**config.mk**
```make
export PLATFORM = sky130hd
export DESIGN_NAME = spi_fifo_master
export DESIGN_NICKNAME = d
export VERILOG_FILES = /design/src/rtl/spi_fifo_master.sv
export SDC_FILE = /design/constraint.sdc
export NUM_CORES = 1
export LEC_CHECK = 0
export ABC_AREA = 1
export ABC_CLOCK_PERIOD_IN_PS = 5900
export BUFFER_PORTS_ARGS = -buffer_cell sky130_fd_sc_hd__clkbuf_2
export CORE_MARGIN = 4
export CORE_UTILIZATION = 55
export DETAILED_ROUTE_END_ITERATION = 6
export PLACE_DENSITY = 0.74
export SYNTH_ARGS = -nofsm -noshare
export SYNTH_HDL_FRONTEND = slang
export SYNTH_SLANG_ARGS = --single-unit
export TNS_END_PERCENT = 50
```
**constraint.sdc**
```tcl
create_clock -name clk -period 5.9 [get_ports clk]
set_clock_uncertainty 0.2 [all_clocks]
set_input_delay 1.18 -clock clk [delete_from_list [all_inputs] [get_ports clk]]
set_output_delay 1.18 -clock clk [all_outputs]
set_load 0.01 [all_outputs]
```
**src/rtl/spi_fifo_master.sv**
```systemverilog
module spi_fifo_master #(
  parameter int DEPTH = 8
) (
  input  logic        clk,
  input  logic        rst_n,
  input  logic        bus_sel,
  input  logic        bus_wr,
  input  logic [4:2]  bus_addr,
  input  logic [15:0] bus_wdata,
  output logic [15:0] bus_rdata,
  output logic        sclk,
  output logic        mosi,
  input  logic        miso,
  output logic        irq
);
  localparam int PW = $clog2(DEPTH);
  localparam int CW = PW + 1;
  localparam logic [CW-1:0] FULL = CW'(DEPTH);
  localparam logic [CW-1:0] HALFQ = CW'(DEPTH / 2);

  logic [15:0] cfg;
  logic [6:0]  ctl;
  logic [7:0]  pre_r;
  logic        ovr;

  logic [15:0] txm [DEPTH];
  logic [15:0] rxm [DEPTH];
  logic [PW-1:0] tx_wp, tx_rp, rx_wp, rx_rp;
  logic [CW-1:0] tx_cnt, rx_cnt;

  logic        act, dout;
  logic [15:0] cnt, txsr, rxsr;
  logic [4:0]  e;

  wire wr_en = bus_sel & bus_wr;
  wire rd_en = bus_sel & ~bus_wr;
  wire en    = ctl[4];
  wire cpha  = cfg[6];
  wire cpol  = cfg[7];
  wire lb    = ctl[3];

  wire [3:0]  msb  = (cfg[3:0] < 4'd3) ? 4'd3 : cfg[3:0];
  wire [6:0]  pre  = (pre_r[7:1] == 7'd0) ? 7'd1 : pre_r[7:1];
  wire [8:0]  dv   = {1'b0, cfg[15:8]} + 9'd1;
  wire [15:0] half = {9'd0, pre} * {7'd0, dv};

  wire        tick     = act && (cnt == half - 16'd1);
  wire        sample_e = (e[0] == cpha);
  wire        last     = (e == {msb, 1'b1});
  wire        din      = lb ? dout : miso;
  wire [15:0] rx_next  = sample_e ? {rxsr[14:0], din} : rxsr;
  wire        done     = tick && last;
  wire [15:0] w        = txm[tx_rp];

  wire tx_pop  = en && !act && (tx_cnt != '0);
  wire tx_push = wr_en && (bus_addr == 3'd2) && (tx_cnt != FULL);
  wire rx_pop  = rd_en && (bus_addr == 3'd2) && (rx_cnt != '0);
  wire rx_push = done && (rx_cnt != FULL);
  wire rx_ovf  = done && (rx_cnt == FULL);

  wire       busy = act || (en && tx_cnt != '0);
  wire [4:0] stat = {busy, rx_cnt == FULL, rx_cnt != '0, tx_cnt != FULL, tx_cnt == '0};
  wire [2:0] mis  = {ovr & ctl[2], (tx_cnt <= HALFQ) & ctl[1], (rx_cnt >= HALFQ) & ctl[0]};

  assign irq  = |mis;
  assign mosi = act & ~lb & dout;

  always_comb begin
    case (bus_addr)
      3'd0:    bus_rdata = cfg;
      3'd1:    bus_rdata = {9'd0, ctl};
      3'd2:    bus_rdata = (rx_cnt != '0) ? rxm[rx_rp] : 16'd0;
      3'd3:    bus_rdata = {11'd0, stat};
      3'd4:    bus_rdata = {8'd0, pre_r};
      3'd5:    bus_rdata = {13'd0, mis};
      default: bus_rdata = 16'd0;
    endcase
  end

  always_ff @(posedge clk or negedge rst_n) begin
    if (!rst_n) begin
      cfg <= '0; ctl <= '0; pre_r <= '0; ovr <= 1'b0;
    end else begin
      if (wr_en && bus_addr == 3'd0) cfg <= bus_wdata;
      if (wr_en && bus_addr == 3'd1) ctl <= bus_wdata[6:0];
      if (wr_en && bus_addr == 3'd4) pre_r <= bus_wdata[7:0];
      if (rx_ovf) ovr <= 1'b1;
      else if (wr_en && bus_addr == 3'd5) ovr <= 1'b0;
    end
  end

  always_ff @(posedge clk) begin
    if (tx_push) txm[tx_wp] <= bus_wdata;
    if (rx_push) rxm[rx_wp] <= rx_next;
  end

  always_ff @(posedge clk or negedge rst_n) begin
    if (!rst_n) begin
      tx_wp <= '0; tx_rp <= '0; rx_wp <= '0; rx_rp <= '0;
      tx_cnt <= '0; rx_cnt <= '0;
    end else begin
      if (tx_push) tx_wp <= tx_wp + 1'b1;
      if (tx_pop)  tx_rp <= tx_rp + 1'b1;
      if (rx_push) rx_wp <= rx_wp + 1'b1;
      if (rx_pop)  rx_rp <= rx_rp + 1'b1;
      tx_cnt <= tx_cnt + CW'(tx_push) - CW'(tx_pop);
      rx_cnt <= rx_cnt + CW'(rx_push) - CW'(rx_pop);
    end
  end

  always_ff @(posedge clk or negedge rst_n) begin
    if (!rst_n) begin
      act <= 1'b0; sclk <= 1'b0; cnt <= '0; e <= '0;
      txsr <= '0; rxsr <= '0; dout <= 1'b0;
    end else if (!en) begin
      act  <= 1'b0;
      sclk <= cpol;
    end else if (!act) begin
      sclk <= cpol;
      if (tx_cnt != '0) begin
        act  <= 1'b1;
        cnt  <= '0;
        e    <= '0;
        rxsr <= '0;
        dout <= w[msb];
        txsr <= cpha ? w : (w << 1);
      end
    end else if (tick) begin
      cnt  <= '0;
      sclk <= ~sclk;
      e    <= e + 5'd1;
      rxsr <= rx_next;
      if (!sample_e) begin
        dout <= txsr[msb];
        txsr <= txsr << 1;
      end
      if (last) act <= 1'b0;
    end else begin
      cnt <= cnt + 16'd1;
    end
  end

  assert_tx_bound_R2: assert property (@(posedge clk) disable iff (!rst_n)
    tx_cnt <= FULL);
  assert_ovr_source_R12: assert property (@(posedge clk) disable iff (!rst_n)
    $rose(ovr) |-> $past(rx_cnt) == FULL);
  assert_rx_width_R4: assert property (@(posedge clk) disable iff (!rst_n)
    rx_push |-> ((rx_next >> msb) >> 1) == 16'd0);
  assert_clock_rest_R6: assert property (@(posedge clk) disable iff (!rst_n)
    (!act && $stable(cpol)) |-> sclk == cpol);
  assert_halt_R8: assert property (@(posedge clk) disable iff (!rst_n)
    !en |=> !act);
endmodule

```
# Yosys cells after proc, flatten, opt, wreduce, memory -nomap -nowiden
# Memory sizes are Yosys's and may differ from the RTL's.
# Cells that the tools add are included.
dict set report word_totals {
  mem_bits_rw 256
  regBits 108
  inputBits 24
  elab_cells 129
  n_memories 2
}
dict set report classes {
  add_sub_neg 12
  bitwise 10
  reduce_logical 28
  multipliers 1
  n_lt_le_gt_ge 4
  n_eq_ne 14
  muxes 41
}
# name words width read_ports rd_clocked_by_memory_dff wr line
set memory_table {}
lappend memory_table {rxm 8 16 1 0 1 27} ;# logic [15:0] rxm [DEPTH];
lappend memory_table {txm 8 16 1 0 1 26} ;# logic [15:0] txm [DEPTH];
# cell n
set op_table {}
lappend op_table {{2-to-1 mux 16 bit} 12}
lappend op_table {{one-hot mux 16 bit (6 select lines)} 1}
lappend op_table {{2-to-1 mux 1 bit} 21}
lappend op_table {{adder 16 x 1 -> 16 bit (second input constant)} 1}
lappend op_table {{equality test 16 bit} 1}
lappend op_table {{multiplier 7 x 9 -> 16 bit} 1}
lappend op_table {{subtractor 16 x 1 -> 16 bit (second input constant)} 1}
lappend op_table {{logical AND 1 bit} 15}
lappend op_table {{2-to-1 mux 5 bit} 3}
lappend op_table {{adder 3 x 1 -> 3 bit (second input constant)} 4}
lappend op_table {{adder 8 x 1 -> 9 bit (second input constant)} 1}
lappend op_table {{adder 4 x 1 -> 4 bit} 2}
lappend op_table {{binary-select mux 1 bit (select 4 bit)} 2}
lappend op_table {{!= test 4 bit (second input constant)} 2}
lappend op_table {{nonzero test 4 bit} 2}
lappend op_table {{subtractor 4 x 1 -> 4 bit} 2}
lappend op_table {{AND 1 bit} 7}
lappend op_table {{logical NOT 7 bit} 1}
lappend op_table {{2-to-1 mux 7 bit} 1}
lappend op_table {{equality test 3 x 2 -> 1 bit (second input constant)} 2}
lappend op_table {{equality test 3 bit (second input constant)} 2}
lappend op_table {{adder 5 x 1 -> 5 bit (second input constant)} 1}
lappend op_table {{equality test 5 bit} 1}
lappend op_table {{less-than comparator 4 x 5 -> 1 bit (second input constant)} 1}
lappend op_table {{20 further kinds} 23}

# Logic depth before layout (Yosys ltp)
# Gate-level depths: netlist of run 1.
dict set report depth {
  word_depth 10
  ltp_mapped 35
}

# Worst setup path after synthesis of run 1
# No wires, ideal clock.
dict set report synth_timing {
  path_kind {reg-to-reg}
  start {register cfg[8]}
  end {memory rxm[1][0] (enable)}
  stages_incl_launch_ff 29
  period_less_slack_ns 6.269
  t_required_ns 5.312
  slack_ns -0.369
  arrival_time_ns 5.681
  cell_sequence {dfrtp_1 clkinv_1 nor3_1 nand2_1 nor3_1 inv_1 o21ai_0 nand2_1 inv_1 nand2_1 fa_1 fa_1 fa_1 fa_1 inv_1 ha_1 nand2_2 inv_1 a21oi_2 nand2_1 nand2_1 nand3_1 nor2_1 nand3_1 nor2_4 nand2_4 inv_2 nand4_1 nor2_1}
}
dict set report synth_via {
  elab_chain_cells 9
}
# element line
set synth_rtl {}
lappend synth_rtl {{start, declared} 21} ;# logic [15:0] cfg;
lappend synth_rtl {{start signal, assigned} 84} ;# if (wr_en && bus_addr == 3'd0) cfg <= bus_wdata;
lappend synth_rtl {{adder 8 x 1 -> 9 bit} 44} ;# wire [8:0] dv = {1'b0, cfg[15:8]} + 9'd1;
lappend synth_rtl {{multiplier 7 x 9 -> 16 bit} 45} ;# wire [15:0] half = {9'd0, pre} * {7'd0, dv};
lappend synth_rtl {{subtractor 16 x 1 -> 16 bit} 47} ;# wire tick = act && (cnt == half - 16'd1);
lappend synth_rtl {{equality test 16 bit} 47}
lappend synth_rtl {{logical AND 1 bit} 47}
lappend synth_rtl {{logical AND 1 bit} 52} ;# wire done = tick && last;
lappend synth_rtl {{logical AND 1 bit} 58} ;# wire rx_push = done && (rx_cnt != FULL);
lappend synth_rtl {{2-to-1 mux 1 bit} 94} ;# if (rx_push) rxm[rx_wp] <= rx_next;
lappend synth_rtl {{2-to-1 mux 1 bit (implied by the code)} 94}
lappend synth_rtl {{end, declared} 27}
# Every way passes these cells.

# Final worst setup path of run 1
dict set report layout_timing {
  start {register cfg[8]}
  end {memory rxm[2][3] (enable)}
}
# The elaborated chain is that of the path after synthesis.

==> impl_metrics.csv, run 1 <==
group,metric,value,unit
hold_path,hold_class,"reg2reg",
finish,antenna_cells,0,
finish,finalNetCount,2225,
floorplanning,start_util,56.38,%
routing,vias,14610,
clock_network,cts_tree,"built",
sta,finalHoldViolations,0,
clock_network,cts_buffers,39,
finish,utilization,65.01,%
synth,async_reset_ff_share,29.67,%
worst_setup_path,reg2reg_to,"rxm[2][3]",
worst_setup_path,ff2ff_setup_slack,-200,ps
finish,drive_gt1_share,15.10,%
power_and_ir_drop,p_leak,9.234,nW
routing,routed_via_density,5.664,
placed_design,port_buffers,42,
sta,setup_viol,114,
worst_setup_path,reg2regPathDepth,32,
clock_network,hold_buffers,0,
worst_setup_path,critPathSlowestCell,"fa_1",
power_and_ir_drop,p_sw_share,44.66,%
worst_setup_path,path_max_fanout,8,
floorplanning,fp.coreArea,33870,um2
floorplanning,die_area,37760,um2
synth,ys.flop_type,"edfxtp_1",
synth,syn_nets,2131,
finish,area_growth,15.31,%
global_route,grt_antenna_before_repair,0,
synth,synth_seq_area_share,54.42,%
global_route,grt_util_all_layers,25.33,%
worst_setup_path,crit_required,5990,ps
synth,ys_types,53,
sta,finalCritPeriodShare,103.3,%
clock_network,htree_num_levels,2,
power_and_ir_drop,power.switching,0.006021,W
sta,slew_viol_final,0,
placed_design,gp_congestion,0.8680,
clock_network,clockBufferDepth,3,
worst_setup_path,path_common_cell,"fa_1",
power_and_ir_drop,ir_worst_vdd,0.0008838,V
sta,fmax,164.1,MHz
worst_setup_path,cp-start-kind,"flip-flop",
routing,avgRoutedWirePerCell,19.15,um
sta,slew-limit-headroom,25.08,%
placed_design,pre_cts_ws,-297.1,ps
sta,worst_pin_slew,1121,ps
synth,ys_warn_count,0,
routing,drtPass1Iterations,5,
synth,synth_area,19090,um2
floorplanning,die_h,194.3,um
worst_setup_path,path_buf_inv,10,
global_route,grt_pass1_vias,14400,
clock_network,cts_root_buffer,"clkbuf_16",
power_and_ir_drop,p_seq_share,23.0,%
status,violations,"setup timing",
worst_setup_path,end_kind,"flip-flop",
hold_path,hold_path_depth,2,
synth,synth-edff-count,256,
synth,synthCells,2007,
worst_setup_path,crit_start,"cfg[8]",
global_route,grt_pass1_wl,76880,um
worst_setup_path,crit_path_max_incr_delay,530,ps
floorplanning,num_io_pins,43,
clock_network,clock_sinks,364,
clock_network,clk-insertion-delay-late,570,ps
sta,rsz0062_at_grt,"true",
floorplanning,die_w,194.3,um
synth,ys_seq_elements,364,
global_route,grt_start_max_net_pins,79,
power_and_ir_drop,combPwrFrac,59.0,%
worst_setup_path,worstSetupPathType,"reg2reg",
placed_design,hpwl,31540,um
routing,drt_iter0_markers,1435,
worst_setup_path,cp_num_cells,32,
worst_setup_path,rr_startpoint,"cfg[8]",
worst_setup_path,cp_top_family,"adder cells",
worst_setup_path,critPathCapture,"rxm[2][3]",
sta,fin_setup_tns,-11290,ps
routing,drcViolationCount,0,
routing,drt-total-wl,49410,um
run,maxCapViolCount,0,
power_and_ir_drop,p_per_area,612.4,nW/um2
global_route,grt_overflow,0,
power_and_ir_drop,p_int,0.007463,W
finish,fillers,2636,
worst_setup_path,worstPathArrival,6180,ps
routing,ant_nets,0,
sta,finalCriticalPeriod,6095,ps
synth,avgSynthCellArea,9.513,um2
floorplanning,rows,67,
sta,timing.final.ws_setup,-195.4,ps
status,outcome,"finished, violations left",
power_and_ir_drop,clkPwrFrac,17.9,%
clock_network,clk_pin_slew,60,ps
## cell usage in the layout, fill, tap and decap left out, types with 5 or more instances in the layout
master	instances
inv_2	12
nand3_1	122
o21ai_2	15
clkbuf_2	41
nor2_4	14
nand3b_1	5
buf_6	6
nor2_1	199
xnor2_1	13
inv_1	232
nand2_1	459
buf_12	8
nor2_2	8
clkbuf_1	11
fa_1	39
nor3_1	13
o221ai_1	29
nand2_2	38
ha_4	10
clkbuf_16	44
a21oi_1	27
o211ai_1	8
o21ai_1	8
mux2i_1	8
edfxtp_1	256
dfrtp_1	107
nand4_1	7
clkinv_1	13
nand2_4	6
buf_4	70
xor2_1	24
o21ai_0	159
nor3_2	7
ha_1	48
## cells in the mapped netlist, types with 3 or more instances
library cell / number / area, um2
xor2_1: 25 / 219.0
fa_1: 41 / 820.8
nor2_4: 4 / 45.04
nand2_1: 471 / 1768
nand3b_1: 5 / 37.54
buf_2: 18 / 90.09
nor2_2: 5 / 31.28
a21oi_1: 30 / 150.1
nor2_1: 212 / 795.8
mux2i_1: 8 / 80.08
o21ai_0: 162 / 810.8
nand3_1: 125 / 625.6
dfrtp_1: 108 / 2703
buf_1: 5 / 18.77
xnor2_1: 14 / 122.6
ha_1: 59 / 738.2
buf_6: 7 / 78.83
inv_1: 238 / 893.4
o21ai_1: 5 / 25.02
nand4_1: 7 / 43.79
nor3_1: 22 / 110.1
inv_2: 8 / 30.03
o21ai_2: 15 / 131.4
edfxtp_1: 256 / 7687
nand2_4: 5 / 56.30
o221ai_1: 29 / 254.0
clkbuf_1: 46 / 172.7
o2111ai_1: 3 / 26.28
and2_1: 3 / 18.77
nand2_2: 28 / 175.2
clkinv_1: 6 / 22.52
o211ai_1: 8 / 60.06
## worst min path at each step
| stage | startpoint | endpoint | slack, ps |
|---|---|---|---|
| floorplan | dout | dout | 250 |
| global placement | txsr[15] | txsr[15] | 270 |
| detailed placement | txsr[15] | txsr[15] | 270 |
| CTS | txsr[15] | txsr[15] | 290 |
| global route | ctl[6] | ctl[6] | 320 |
| finish | txsr[15] | txsr[15] | 290 |
## power groups by stage
stage	clock [W]	sequential, W	combinational, W
CTS	0.00245	0.00310	0.00748
global route	0.00257	0.00313	0.00886
finish	0.00241	0.00311	0.00796
detailed placement	0	0.00315	0.00697
global placement	0	0.00314	0.00680
floorplan	0	0.00307	0.00531
## cells by family after synthesis
group	count (synthesis)	share of synthesized area (%)
simple gates	897	19.92
flops	364	54.42
buf+inv	329	6.881
compound gates	269	8.349
fa+ha+maj	100	8.165
xor+xnor	39	1.789
mux	9	0.4784
## layer usage
metal / GRT usage, % / vias to the layer above / part of all wire, %
li1: - / 6816 / -
met2: 40.85 / 635 / 48
met1: 35.52 / 7072 / 41
met5: 0 / - / 0
met4: 7.969 / 0 / 2.6
met3: 4.415 / 91 / 8.5
## area by class of cell
cell class	count	area [um2]	share of cell area (%)
Tap cell	448	560.5	2.546
Multi-Input combinational cell	1314	7770	35.29
Inverter	252	952.2	4.325
Clock buffer	53	1059	4.808
Sequential cell	364	10390	47.20
Timing Repair Buffer	130	1084	4.921
Clock inverter	19	201.4	0.9149
## worst min-delay path: stages (launching register included)
cell and delay (ps):
dfrtp_1 340, nand2_1 60, o21ai_2 50
## stage by stage
step	hold WS, ps	power (W)	cell area [um2]	std cells
after floorplan	248.8	0.008387	19160	2007
after global placement	267.3	0.009939	20220	2490
after detailed placement	269.7	0.01011	20220	2490
after CTS	287.2	0.01303	21660	2568
after global routing	316.0	0.01455	22020	2580
final	290.2	0.01348	22020	2580
## sequential cells by signal, indices dropped and copies added, names as in the netlist
name and flops:
tx_wp 3, rxm 128, pre_r 8, cfg 16
ovr 1, sclk 1, tx_rp 3, e 5
txm 128, rx_wp 3, rxsr 16, rx_cnt 4
tx_cnt 4, dout 1, rx_rp 3, act 1
txsr 16, cnt 16, ctl 7
## what timing repair did
action,CTS,global route
endpoints found under the setup margin,27,189
setup buffers,6,6
gates resized for setup,28,47
cloned,0,6
pin swaps,12,25
Power figures use the tool's default switching activity.
==> run 2: changes to the inputs <==
Settings changed: ABC_CLOCK_PERIOD_IN_PS 5900 to 6700, PLACE_DENSITY 0.74 to 0.71.
Clock period 5.9 ns to 6.7 ns, I/O delays scaled along.
==> run 2 against run 1 <==
  * The flow now finishes without violations
  * Non-clock buffer count fell by 48
  * Cell count fell by 1.9%
  * Register-to-register slack improved by 520 ps
  * Design area fell by 3.9%
  * Maximum frequency fell by 4.5%
  * Sequential power fell by 12%
  * First-iteration DRC count fell by 4.7%
  * Worst hold slack got worse by 11 ps
  * Critical path type unchanged
  * Largest cell class unchanged
==> impl_metrics.csv, run 2 (synthesis gave the netlist of run 1 again) <==
group,metric,value,unit
status,outcome,"finished clean",
sta,slew-limit-headroom,30.49,%
worst_setup_path,crit_required,6930,ps
finish,layout_commonest_cell,"nand2_1",
power_and_ir_drop,p_per_area,511.4,nW/um2
hold_path,hp-start,"txsr[15]",
clock_network,clk_pin_slew,70,ps
placed_design,dp.cells,2455,
finish,stdcell_count,2531,
worst_setup_path,cp-start-kind,"flip-flop",
finish,drive_gt1_share,11.23,%
global_route,grt_overflow,0,
finish,area_growth,10.82,%
clock_network,clockBufferDepth,3,
worst_setup_path,path_common_cell,"nand2_1",
global_route,grt_pass1_wl,74820,um
placed_design,port_buffers,42,
global_route,grt_pass1_vias,13730,
hold_path,hold_class,"reg2reg",
sta,slew_viol_final,0,
routing,drcViolationCount,0,
worst_setup_path,path_max_fanout,5,
clock_network,cts_buffers,39,
power_and_ir_drop,ir_worst_vdd,0.0006982,V
sta,finalHoldViolations,0,
routing,vias,14240,
sta,fin_setup_tns,0,ps
clock_network,htree_num_levels,2,
sta,whs,279.5,ps
clock_network,cts_root_buffer,"clkbuf_16",
floorplanning,start_util,56.38,%
routing,avgRoutedWirePerCell,18.59,um
routing,drt-total-wl,47050,um
floorplanning,die_area,37760,um2
finish,finalNetCount,2177,
power_and_ir_drop,power,0.01082,W
global_route,grt_start_max_net_pins,78,
global_route,grt_antenna_before_repair,0,
run,maxCapViolCount,0,
sta,worst_pin_slew,1040,ps
clock_network,clk-insertion-delay-late,550,ps
clock_network,hold_buffers,0,
finish,antenna_cells,0,
worst_setup_path,crit_path_max_incr_delay,550,ps
global_route,global_route.usage.met3,4.034,%
floorplanning,die_w,194.3,um
floorplanning,num_io_pins,43,
floorplanning,fp.coreArea,33870,um2
global_route,met2_usage,38.30,%
global_route,busiest_layer,"met2",
routing,routed_via_density,5.627,
floorplanning,die_h,194.3,um
worst_setup_path,crit_start,"cfg[10]",
placed_design,hpwl,31330,um
global_route,grt_util_all_layers,24.64,%
finish,final_cell_mix,"nand2_1 (469), edfxtp_1 (256), inv_1 (234)",
sta,finalCritPeriodShare,95.22,%
placed_design,gp_congestion,0.9069,
global_route,grtUsageMet1,36.26,%
sta,setup_viol,0,
routing,drt_iter0_markers,1368,
routing,drtPass1Iterations,6,
finish,largestRegisters,"rxm x128, txm x128",
sta,finalCriticalPeriod,6380,ps
worst_setup_path,worstSetupPathType,"reg2reg",
routing,ant_nets,0,
worst_setup_path,rr_startpoint,"cfg[10]",
floorplanning,rows,67,
worst_setup_path,critPathSlowestCell,"fa_1",
power_and_ir_drop,p_leak,8.901,nW
sta,fmax,156.7,MHz
clock_network,clock_sinks,364,
clock_network,cts_tree,"built",
worst_setup_path,end_kind,"flip-flop",
worst_setup_path,worstPathArrival,6610,ps
-- run 2: changes by cell type in the layout (fill, tap and decap cells not counted), sizes merged --
cell,previous run,this run
clkinv,20,12
clkinvlp,0,1
bufinv,2,3
buf,84,41
-- run 2: area by class of cell --
class                   count  area, um2
inverters                 252      948.4
clock buffers              58       1057
multi-input cells        1314       7520
repair buffers             82      513.0
fillers                  2786      12710
well taps                 448      560.5
flip-flops and latches    364      10390
clock inverters            13      167.7
-- run 2: path summary, 6_finish.rpt --
path | endpoint | slack [ps] | depth (start not counted)
min in group asynchronous | rxsr[4] | 660 | 1
max in group asynchronous | cfg[10] | 4300 | 2
hold / removal | txsr[15] | 280 | 2
setup reg to reg | rx_cnt[2] | 320 | 31
setup / recovery | rx_cnt[2] | 320 | 31
hold reg to reg | txsr[15] | 280 | 2
-- run 2: timing repair --
action                     in CTS  in global routing
setup buffers                   0                  5
setup endpoints to repair       0                163
resized for setup               0                 27
-- run 2: routing by layer --
metal / routed length, um / up-vias / share of wire (%)
met3: 3257 / 88 / 6.9
li1: - / 6728 / -
met2: 21460 / 508 / 46
met5: 0 / - / 0
met1: 21060 / 6917 / 45
met4: 1270 / 0 / 2.7
-- run 2: where the power goes --
group	switching, W	total, W	internal [W]	leakage [nW]
Combinational	0.00378	0.00598	0.00220	4.82
Sequential	0.000176	0.00275	0.00257	3.49
Clock	0.000876	0.00209	0.00122	0.585
Total	0.00483	0.0108	0.00599	8.90
-- run 2: worst max-delay path: cells and delay by family, from the launching register on --
kind                     cells  cell delay (ps)
adder cells (fa/ha/maj)      8             3290
AND/OR/NAND/NOR             16             1650
XOR/XNOR                     1              150
AO/OA/AOI/OAI                1              170
buffers and inverters        5              400
flip-flops                   1              410
-- run 2: stage by stage --
step	area [um2]	setup WS (ps)	utilization, %
after detailed placement	19790	68.82	58.44
final	21160	320.2	62.48
after CTS	21020	46.47	62.06
after global placement	19790	209.7	58.44
after global routing	21160	-40.44	62.48
after floorplan	19090	430.5	-
==> run 3: changes to the inputs <==
Settings changed: GPL_TIMING_DRIVEN set to 0.
==> run 3 against run 2 <==
  * Sequential share of layout area fell by 1.6 points
  * Sequential power is essentially flat
  * Sequential cell count unchanged
  * Cell count up 3.3%
  * Via count is 4.1% higher
  * Design area is 3.3% higher
  * Register-to-register slack worse by 50 ps
  * Setup slack worse by 48 ps
  * Clock power increased by 5%
  * Die area did not move
  * Combinational power rose by 8.5%
  * Critical path type unchanged
  * Critical endpoint unchanged
==> impl_metrics.csv, run 3 (synthesis gave the netlist of run 1 again) <==
group,metric,value,unit
status,outcome,"finished clean",
finish,drive_gt1_share,13.39,%
power_and_ir_drop,p_per_area,521.3,nW/um2
sta,rsz0062_at_grt,"true",
worst_setup_path,worstSetupPathType,"reg2reg",
finish,area.sequential,10390,um2
worst_setup_path,path_common_cell,"nand2_1",
finish,final_cell_mix,"nand2_1 (466), edfxtp_1 (256), inv_1 (232)",
clock_network,cts_buffers,40,
power_and_ir_drop,p_leak,9.193,nW
global_route,grt_pass1_vias,14630,
sta,finalHoldViolations,0,
finish,antenna_cells,0,
placed_design,dp.cells,2515,
sta,finalCritPeriodShare,95.93,%
worst_setup_path,rr_startpoint,"cfg[8]",
sta,worst_pin_slew,1101,ps
worst_setup_path,crit_required,6920,ps
global_route,grt_overflow,0,
placed_design,port_buffers,42,
placed_design,gp_congestion,0.9153,
routing,ant_nets,0,
floorplanning,rows,67,
global_route,grt_util_all_layers,26.96,%
run,maxCapViolCount,0,
finish,stdcell_count,2614,
clock_network,clockBufferDepth,3,
worst_setup_path,critPathCapture,"rx_cnt[2]",
routing,routed_via_density,5.674,
hold_path,hold_class,"reg2reg",
floorplanning,die_h,194.3,um
worst_setup_path,worstPathArrival,6650,ps
routing,drcViolationCount,0,
sta,slew-limit-headroom,25.81,%
worst_setup_path,reg2regPathDepth,32,
worst_setup_path,cp-start-kind,"flip-flop",
floorplanning,die_w,194.3,um
finish,fillers,2706,
sta,fmax,155.6,MHz
sta,slew_viol_final,0,
clock_network,clk_pin_slew,60,ps
placed_design,hpwl,36250,um
floorplanning,die_area,37760,um2
routing,drt_iter0_markers,1664,
worst_setup_path,ff2ff_setup_slack,270,ps
worst_setup_path,crit_start,"cfg[8]",
routing,drtPass1Iterations,6,
clock_network,cts_tree,"built",
worst_setup_path,crit_path_max_incr_delay,540,ps
sta,finalCriticalPeriod,6428,ps
sta,setup_viol,0,
clock_network,cts_root_buffer,"clkbuf_16",
floorplanning,start_util,56.38,%
global_route,grt_start_max_net_pins,106,
clock_network,htree_num_levels,2,
power_and_ir_drop,ir_worst_vdd,0.0008490,V
floorplanning,num_io_pins,43,
worst_setup_path,critPathSlowestCell,"fa_1",
routing,drt-total-wl,51580,um
worst_setup_path,reg2reg_to,"rx_cnt[2]",
finish,finalNetCount,2259,
global_route,grt_antenna_before_repair,0,
finish,area_growth,14.50,%
worst_setup_path,path_max_fanout,5,
routing,avgRoutedWirePerCell,19.73,um
worst_setup_path,end_kind,"flip-flop",
clock_network,clock_sinks,364,
finish,layout_commonest_cell,"nand2_1",
global_route,grt_pass1_wl,80940,um
finish,multi_input_area,7600,um2
finish,largestRegisters,"rxm x128, txm x128",
clock_network,clk-insertion-delay-late,550,ps
floorplanning,fp.coreArea,33870,um2
finish,utilization,64.55,%
routing,vias,14830,
-- run 3: cell count changes in the layout (fill, tap and decap cells not counted), sizes merged --
| cell | previous run | this run |
|---|---|---|
| bufinv | 3 | 2 |
| clkbuf | 99 | 146 |
| inv | 249 | 246 |
| buf | 41 | 75 |
| clkinv | 12 | 18 |
-- run 3: where the power goes --
group / internal (W) / switching, W / leakage, nW
registers: 0.00257 / 0.000145 / 3.49
clock network: 0.00130 / 0.000891 / 0.643
logic: 0.00238 / 0.00411 / 5.06
total: 0.00625 / 0.00515 / 9.19
-- run 3: area by class of cell --
class | count | area share [%]
sequential | 364 | 47.54
multi-input combinational | 1314 | 34.76
clock buffer | 58 | 5.403
inverter | 252 | 4.372
timing repair buffer | 86 | 3.073
tap | 448 | 2.564
buffer | 77 | 1.683
clock inverter | 15 | 0.6009
-- run 3: how the worst min path moves through the flow --
stage | startpoint | end | cells past startpoint
finish | pre_r[1] | pre_r[1] | 2
global route | rxsr[15] | rxsr[15] | 2
CTS | pre_r[1] | pre_r[1] | 2
detailed placement | ctl[5] | ctl[5] | 2
global placement | ctl[5] | ctl[5] | 2
floorplan | dout | dout | 2
-- run 3: critical path, delay by kind of cell, from the launching register on --
family,cells,cell delay (ps)
XOR/XNOR,1,150
adder cells (fa/ha/maj),9,3500
buffers and inverters,7,550
flip-flops,1,440
AND/OR/NAND/NOR,15,1470
-- run 3: stage by stage --
stage / TNS, ps / total power (W) / area [um2] / setup slack [ps] / hold WS (ps)
2_1_floorplan: 0 / 0.007224 / 19090 / 430.5 / 248.8
5_1_grt: -65.25 / 0.01234 / 21860 / -44.61 / 313.4
3_5_place_dp: -57420 / 0.008675 / 20170 / -599.6 / 275.0
3_3_place_gp: -144480 / 0.008533 / 19860 / -1224 / 268.8
4_1_cts: 0 / 0.01095 / 21600 / 26.65 / 290.0
6_report: 0 / 0.01140 / 21860 / 272.4 / 285.8
-- run 3: timing repair --
item                                    CTS  global route
setup buffers                             6            20
hold buffers                              0             0
gates resized for setup                  14            33
endpoints found under the setup margin  132           131
pin swaps                                 6            17
-- run 3: per-layer routing --
metal	track usage (%)	up-vias	share of wire, %
met2	42.78	668	46
met4	7.448	0	2.7
met1	39.32	7188	42
met3	4.103	86	8.9
met5	0	-	0
li1	-	6889	-
